### src/rtl/tt_pkg.sv
package tt_pkg;

  // Byte-offset field positions of the tiled layout (32 bpp)
  localparam int PIX_LSB   = 2;   // 4 bytes per pixel
  localparam int MICRO_LSB = 6;   // 64-byte micro-tile
  localparam int SLOT_LSB  = 10;  // 1 KB sub-tile
  localparam int TILE_LSB  = 12;  // 4 KB tile
  localparam int TILE_SHIFT = 5;  // 32 pixels per tile side

  // Sub-tile position inside a tile, written {row, col}, row 0 = bottom
  typedef enum logic [1:0] {
    POS_BL = 2'b00,
    POS_BR = 2'b01,
    POS_TL = 2'b10,
    POS_TR = 2'b11
  } tt_pos_e;

  // Strobes from control to datapath
  typedef struct packed {
    logic load;   // capture a new result
    logic drain;  // held result leaves without replacement
  } tt_strobe_t;

endpackage

### src/rtl/tt_ctrl.sv
module tt_ctrl
  import tt_pkg::*;
(
  input  logic       clk,
  input  logic       rst,
  input  logic       inValid,
  input  logic       outReady,
  output logic       inReady,
  output logic       outValid,
  output tt_strobe_t strobe
);

  logic validQ;

  assign inReady      = !validQ || outReady;
  assign strobe.load  = inValid && inReady;
  assign strobe.drain = validQ && outReady && !strobe.load;
  assign outValid     = validQ;

  always_ff @(posedge clk) begin
    if (rst) begin
      validQ <= 1'b0;
    end else if (strobe.load) begin
      validQ <= 1'b1;
    end else if (strobe.drain) begin
      validQ <= 1'b0;
    end
  end

  // reset empties the output stage
  a_r1_reset_clears: assert property (@(posedge clk) rst |=> !outValid);

  // a stalled result blocks any new capture
  a_r2_stall_blocks: assert property (@(posedge clk) disable iff (rst)
    (validQ && !outReady) |-> !strobe.load);

  // an accepted request is presented on the next cycle
  a_r3_accept_valid: assert property (@(posedge clk) disable iff (rst)
    (inValid && inReady) |=> outValid);

endmodule

### src/rtl/tt_slot_map.sv
module tt_slot_map
  import tt_pkg::*;
(
  input  logic       oddRow,
  input  logic       subCol,
  input  logic       subRow,
  output logic [1:0] slot
);

  tt_pos_e    pos;
  logic [1:0] evenSlot;

  assign pos = tt_pos_e'({subRow, subCol});

  // Even tile rows: BL, TL, TR, BR
  always_comb begin
    unique case (pos)
      POS_BL:  evenSlot = 2'd0;
      POS_TL:  evenSlot = 2'd1;
      POS_TR:  evenSlot = 2'd2;
      default: evenSlot = 2'd3;  // POS_BR
    endcase
  end

  // Odd rows (TR, BR, BL, TL) are the even order rotated by two slots
  assign slot = evenSlot + {oddRow, 1'b0};

endmodule

### src/rtl/tt_tile_index.sv
module tt_tile_index #(
  parameter int TC_W  = 7,
  parameter int TPR_W = 8,
  parameter int IDX_W = TC_W + TPR_W + 1
) (
  input  logic [TC_W-1:0]  tileCol,
  input  logic [TC_W-1:0]  tileRow,
  input  logic [TPR_W-1:0] tilesPerRow,
  output logic [IDX_W-1:0] tileIdx
);

  localparam int CW = ((TC_W > TPR_W) ? TC_W : TPR_W) + 1;

  logic          oddRow;
  logic [CW-1:0] colExt;
  logic [CW-1:0] tprExt;
  logic [CW-1:0] effCol;

  assign oddRow = tileRow[0];
  assign colExt = CW'(tileCol);
  assign tprExt = CW'(tilesPerRow);

  // Serpentine: odd rows count columns from the right end
  assign effCol  = oddRow ? (tprExt - CW'(1) - colExt) : colExt;
  assign tileIdx = IDX_W'(tileRow) * IDX_W'(tilesPerRow) + IDX_W'(effCol);

  // a legal column mirrors to a legal column
  always_comb begin
    if (oddRow && (colExt < tprExt)) begin
      a_r9_mirror_range: assert (effCol < tprExt);
    end
  end

endmodule

### src/rtl/tt_datapath.sv
module tt_datapath
  import tt_pkg::*;
#(
  parameter int COORD_W = 12,
  parameter int TPR_W   = 8,
  parameter int OFF_W   = 32
) (
  input  logic               clk,
  input  logic               rst,
  input  tt_strobe_t         strobe,
  input  logic [COORD_W-1:0] inX,
  input  logic [COORD_W-1:0] inY,
  input  logic [TPR_W-1:0]   tilesPerRow,
  input  logic [OFF_W-1:0]   baseAddr,
  output logic [OFF_W-1:0]   outOffset
);

  localparam int TC_W  = COORD_W - TILE_SHIFT;
  localparam int IDX_W = TC_W + TPR_W + 1;
  localparam int RAW_W = IDX_W + TILE_LSB;

  logic [TC_W-1:0]  tileCol;
  logic [TC_W-1:0]  tileRow;
  logic [IDX_W-1:0] tileIdx;
  logic [1:0]       slot;
  logic [RAW_W-1:0] rawOff;
  logic [OFF_W-1:0] nextOff;
  logic [OFF_W-1:0] offQ;

  assign tileCol = inX[COORD_W-1:TILE_SHIFT];
  assign tileRow = inY[COORD_W-1:TILE_SHIFT];

  tt_tile_index #(
    .TC_W  (TC_W),
    .TPR_W (TPR_W),
    .IDX_W (IDX_W)
  ) uIdx (
    .tileCol     (tileCol),
    .tileRow     (tileRow),
    .tilesPerRow (tilesPerRow),
    .tileIdx     (tileIdx)
  );

  tt_slot_map uSlot (
    .oddRow (tileRow[0]),
    .subCol (inX[4]),
    .subRow (inY[4]),
    .slot   (slot)
  );

  // Every level is a power of two, so the offset is a field concatenation
  assign rawOff  = {tileIdx, slot, inY[3:2], inX[3:2], inY[1:0], inX[1:0], 2'b00};
  assign nextOff = baseAddr + OFF_W'(rawOff);

  always_ff @(posedge clk) begin
    if (rst) begin
      offQ <= '0;
    end else if (strobe.load) begin
      offQ <= nextOff;
    end
  end

  assign outOffset = offQ;

endmodule

### src/rtl/tt_addr_gen.sv
module tt_addr_gen
  import tt_pkg::*;
#(
  parameter int COORD_W = 12,
  parameter int TPR_W   = 8,
  parameter int OFF_W   = 32
) (
  input  logic               clk,
  input  logic               rst,
  input  logic               inValid,
  output logic               inReady,
  input  logic [COORD_W-1:0] inX,
  input  logic [COORD_W-1:0] inY,
  input  logic [TPR_W-1:0]   tilesPerRow,
  input  logic [OFF_W-1:0]   baseAddr,
  output logic               outValid,
  input  logic               outReady,
  output logic [OFF_W-1:0]   outOffset
);

  tt_strobe_t strobe;

  tt_ctrl uCtrl (
    .clk      (clk),
    .rst      (rst),
    .inValid  (inValid),
    .outReady (outReady),
    .inReady  (inReady),
    .outValid (outValid),
    .strobe   (strobe)
  );

  tt_datapath #(
    .COORD_W (COORD_W),
    .TPR_W   (TPR_W),
    .OFF_W   (OFF_W)
  ) uData (
    .clk         (clk),
    .rst         (rst),
    .strobe      (strobe),
    .inX         (inX),
    .inY         (inY),
    .tilesPerRow (tilesPerRow),
    .baseAddr    (baseAddr),
    .outOffset   (outOffset)
  );

  // a stalled result is held unchanged
  a_r3_hold_stable: assert property (@(posedge clk) disable iff (rst)
    (outValid && !outReady) |=> (outValid && $stable(outOffset)));

endmodule

### config.mk
export PLATFORM = sky130hd
export DESIGN_NAME = tt_addr_gen
export DESIGN_NICKNAME = d
export VERILOG_FILES = /design/src/rtl/tt_pkg.sv /design/src/rtl/tt_ctrl.sv /design/src/rtl/tt_slot_map.sv /design/src/rtl/tt_tile_index.sv /design/src/rtl/tt_datapath.sv /design/src/rtl/tt_addr_gen.sv
export SDC_FILE = /design/constraint.sdc
export NUM_CORES = 1
export LEC_CHECK = 0
export ABC_CLOCK_PERIOD_IN_PS = 9300
export BUFFER_PORTS_ARGS = -buffer_cell sky130_fd_sc_hd__clkbuf_2
export CAP_MARGIN = 15
export CORE_UTILIZATION = 62
export DETAILED_ROUTE_END_ITERATION = 8
export PLACE_DENSITY = 0.86
export SLEW_MARGIN = 25
export SYNTH_ARGS = -nofsm -noshare
export SYNTH_HDL_FRONTEND = slang
export SYNTH_SLANG_ARGS = --single-unit
export TNS_END_PERCENT = 10
### constraint.sdc
create_clock -name clk -period 9.3 [get_ports clk]
set_input_delay 0.465 -clock clk [delete_from_list [all_inputs] [get_ports clk]]
set_output_delay 0.465 -clock clk [all_outputs]
set_load 0.005 [all_outputs]
==> results.py <==
metrics = {
    "timing": {
        "tightest_slew_ps": 909,
        "slew_headroom": 0.392,
        "tns_ps": 0,
        "fin_skew_ps": 8.26,
        "fin_crit_sh": 0.745,
        "timing.fmax_ghz": 0.144,
        "rsz0062_at_grt": "false",
        "setup_viol": 0,
        "report.final.hold_viol_count": 0,
        "slew_viol_final": 0,
        "fin_crit_ps": 6930,
    },
    "critical_path": {
        "path_max_fanout": 8,
        "required_ps": 9450,
        "worst_setup_path_start_kind": "input port",
        "crit_path_start": "tilesPerRow[0]",
        "r2r_slack_ps": 6940,
        "cp.arrival_ps": 7080,
        "rr_endpoint": "uData.outOffset[27]$_SDFFE_PP0P_",
        "cp-endpoint": "uData.outOffset[31]$_SDFFE_PP0P_",
        "r2r-start": "uCtrl.outValid$_SDFFE_PP0P_",
        "max_stage_delay_ps": 530,
        "reg2reg_depth": 5,
        "end_kind": "register",
        "crit_type": "input port to register",
        "critPathSlowestCell": "fa_1",
    },
    "die": {
        "pin_count": 102,
        "coreArea_um2": 8220,
        "die_x_um": 94.1,
        "start_util": 0.640,
        "die_h_um": 94.1,
        "rows": 33,
        "die_area_um2": 8860,
    },
    "cells_and_area": {
        "instances_no_fill": 856,
        "drive_gt1_frac": 0.161,
        "nNetsFinal": 932,
        "area_growth_pct": 12.4,
        "diodes": 0,
    },
    "drt": {
        "drt_wl_total_mm": 12.8,
        "maxUsedRoutingLayer": "met4",
        "routed_via_density": 5.78,
        "wl_per_cell_um": 14.9,
        "route.detailed.drc": 0,
        "wl_met1_mm": 5.85,
        "routed-via-count": 4950,
        "routed-wl-met3_um": 571,
        "drt_iter0_drc": 221,
        "wl_met2_mm": 6.15,
        "firstDrtPassIters": 4,
        "drtAntennaViolNets": 0,
    },
    "clock_tree": {
        "cts_buffers": 5,
        "path_clk_slew_ps": 70,
        "htreeDepth": 2,
        "hold_buffers": 0,
        "max-clock-path-buffers": 2,
        "cts_tree": "yes",
        "post_cts.repair.setup_buffers": 0,
        "cts_resized": 0,
        "cts_sinks": 33,
        "cts_root_buffer": "clkbuf_8",
        "clk_latency_ps": 290,
    },
    "global_routing": {
        "grt_max_degree": 28,
        "overflow": 0,
        "grt_pass1_vias": 4830,
        "grt_pass1_wl_mm": 21.1,
        "antenna_found_initial": 0,
        "grt_usage": 0.296,
    },
    "hold_path": {
        "hold_path_class": "input port to register",
    },
    "placement": {
        "place_hpwl_mm": 10.6,
        "globalplace.congestion": 1.00,
        "io_buffers": 101,
        "placedCellCount": 848,
    },
    "yosys": {
        "ys_seq_elements": 33,
        "ys_warn_count": 0,
        "synthCells": 660,
        "synth_flop_cell": "dfxtp_1",
        "async_reset_ff_frac": 0,
        "synth_area_um2": 5260,
        "synth_edf_count": 0,
        "ys_types": 59,
        "syn_nets": 842,
        "synth.avg_cell_area_um2": 7.97,
        "ys_seq_area_frac": 0.126,
    },
    "pwr": {
        "power_leakage_uw": 0.00303,
        "powerDensity_nw_per_um2": 312,
        "ir_worst_vdd_mv": 0.262,
    },
    "run_status": {
        "status": "finished, final reports clean",
    },
    "job": {
        "maxCapViolCount": 0,
    },
}
where the power goes:
group          switching, uW  total (uW)  internal, uW  leakage [uW]
sequential              14.2         186           172      0.000272
combinational            932        1550           621       0.00272
clock                   56.5         110          53.0     0.0000385
total                   1000        1850           846       0.00303
area by class of cell:
type | instances | area [um^2]
clock buffer | 7 | 76.3
clock inverter | 1 | 7.51
fill | 705 | 2300
inverter | 83 | 312
multi-input combinational | 526 | 4220
sequential | 33 | 661
tap | 105 | 131
timing repair buffer | 101 | 505
layout by cell type (no fill, tap or decap), types with 3 or more instances in the layout:
cell type and instances:
ha_1 74, xor2_1 14, a211oi_1 6, o211ai_1 5, or3_1 3, o21a_1 5
nand3_1 9, nand2_1 81, o21bai_1 10, inv_1 83, nor2b_1 7, and2_1 37
and3_1 3, a211o_1 3, nand4_1 5, clkbuf_8 5, or4_1 3, xnor2_1 22
o21ai_0 30, o31ai_1 5, nand3b_1 4, o21ai_1 5, nor2_1 24, nor3_1 12
dfxtp_1 33, a21o_1 17, nand2b_1 6, fa_1 40, a21oi_1 58, nand3_2 3
clkbuf_2 101
metrics by stage:
| step | setup WS (ps) | instance area (um^2) | power, uW | hold slack (ps) | utilization |
|---|---|---|---|---|---|
| after global placement | 2380 | 5830 | 1670 | 437 | 0.710 |
| after CTS | 2440 | 5920 | 1820 | 396 | 0.720 |
| after floorplan | 2850 | 5260 | 1360 | 442 | - |
| final | 2370 | 5920 | 1850 | 398 | 0.720 |
| after detailed placement | 2160 | 5830 | 1710 | 443 | 0.710 |
| after global routing | 2000 | 5920 | 2030 | 401 | 0.720 |
logic make-up after synthesis:
| group | share of synthesized area |
|---|---|
| simple gates | 0.192 |
| compound gates | 0.216 |
| fa+ha+maj | 0.328 |
| buf+inv | 0.0720 |
| xor+xnor | 0.0599 |
| flops | 0.126 |
| mux | 0.00594 |
worst max-delay path, delay by kind of cell:
| kind | cells | cell delay, ps |
|---|---|---|
| fa+ha+maj | 7 | 2770 |
| compound gates | 11 | 2470 |
| simple gates | 5 | 580 |
| xor+xnor | 2 | 340 |
| buf+inv | 5 | 340 |
| mux | 1 | 120 |
routing by layer:
metal	track usage	vias up
met3	0.0372	23
met1	0.399	2347
li1	-	2436
met2	0.491	144
met5	0	-
met4	0.0923	0
Yosys cell counts, types with 12 or more instances:
master,number,area (um^2)
dfxtp_1,33,661
nor2_1,24,90.1
clkbuf_1,17,63.8
nor3_1,12,60.1
a21o_1,17,128
a21oi_1,58,290
and2_1,37,231
xor2_1,14,123
ha_1,74,926
fa_1,40,801
xnor2_1,22,193
inv_1,83,312
nand2_1,81,304
o21ai_0,30,150
worst min-delay path by stage:
| stage | from | endpoint | depth (start not counted) |
|---|---|---|---|
| after floorplan | uData.outOffset[30]$_SDFFE_PP0P_ | uData.outOffset[30]$_SDFFE_PP0P_ | 2 |
| after detailed placement | uData.outOffset[28]$_SDFFE_PP0P_ | uData.outOffset[28]$_SDFFE_PP0P_ | 2 |
| after CTS | baseAddr[1] | uData.outOffset[1]$_SDFFE_PP0P_ | 3 |
| after global routing | baseAddr[1] | uData.outOffset[1]$_SDFFE_PP0P_ | 3 |
| after global placement | uData.outOffset[30]$_SDFFE_PP0P_ | uData.outOffset[30]$_SDFFE_PP0P_ | 2 |
| final | baseAddr[0] | uData.outOffset[0]$_SDFFE_PP0P_ | 3 |
flip-flops by register name, indices dropped and copies added, names as in the netlist:
| name | count |
|---|---|
| uCtrl.outValid | 1 |
| uData.outOffset | 32 |
Power figures use the tool's default switching activity.
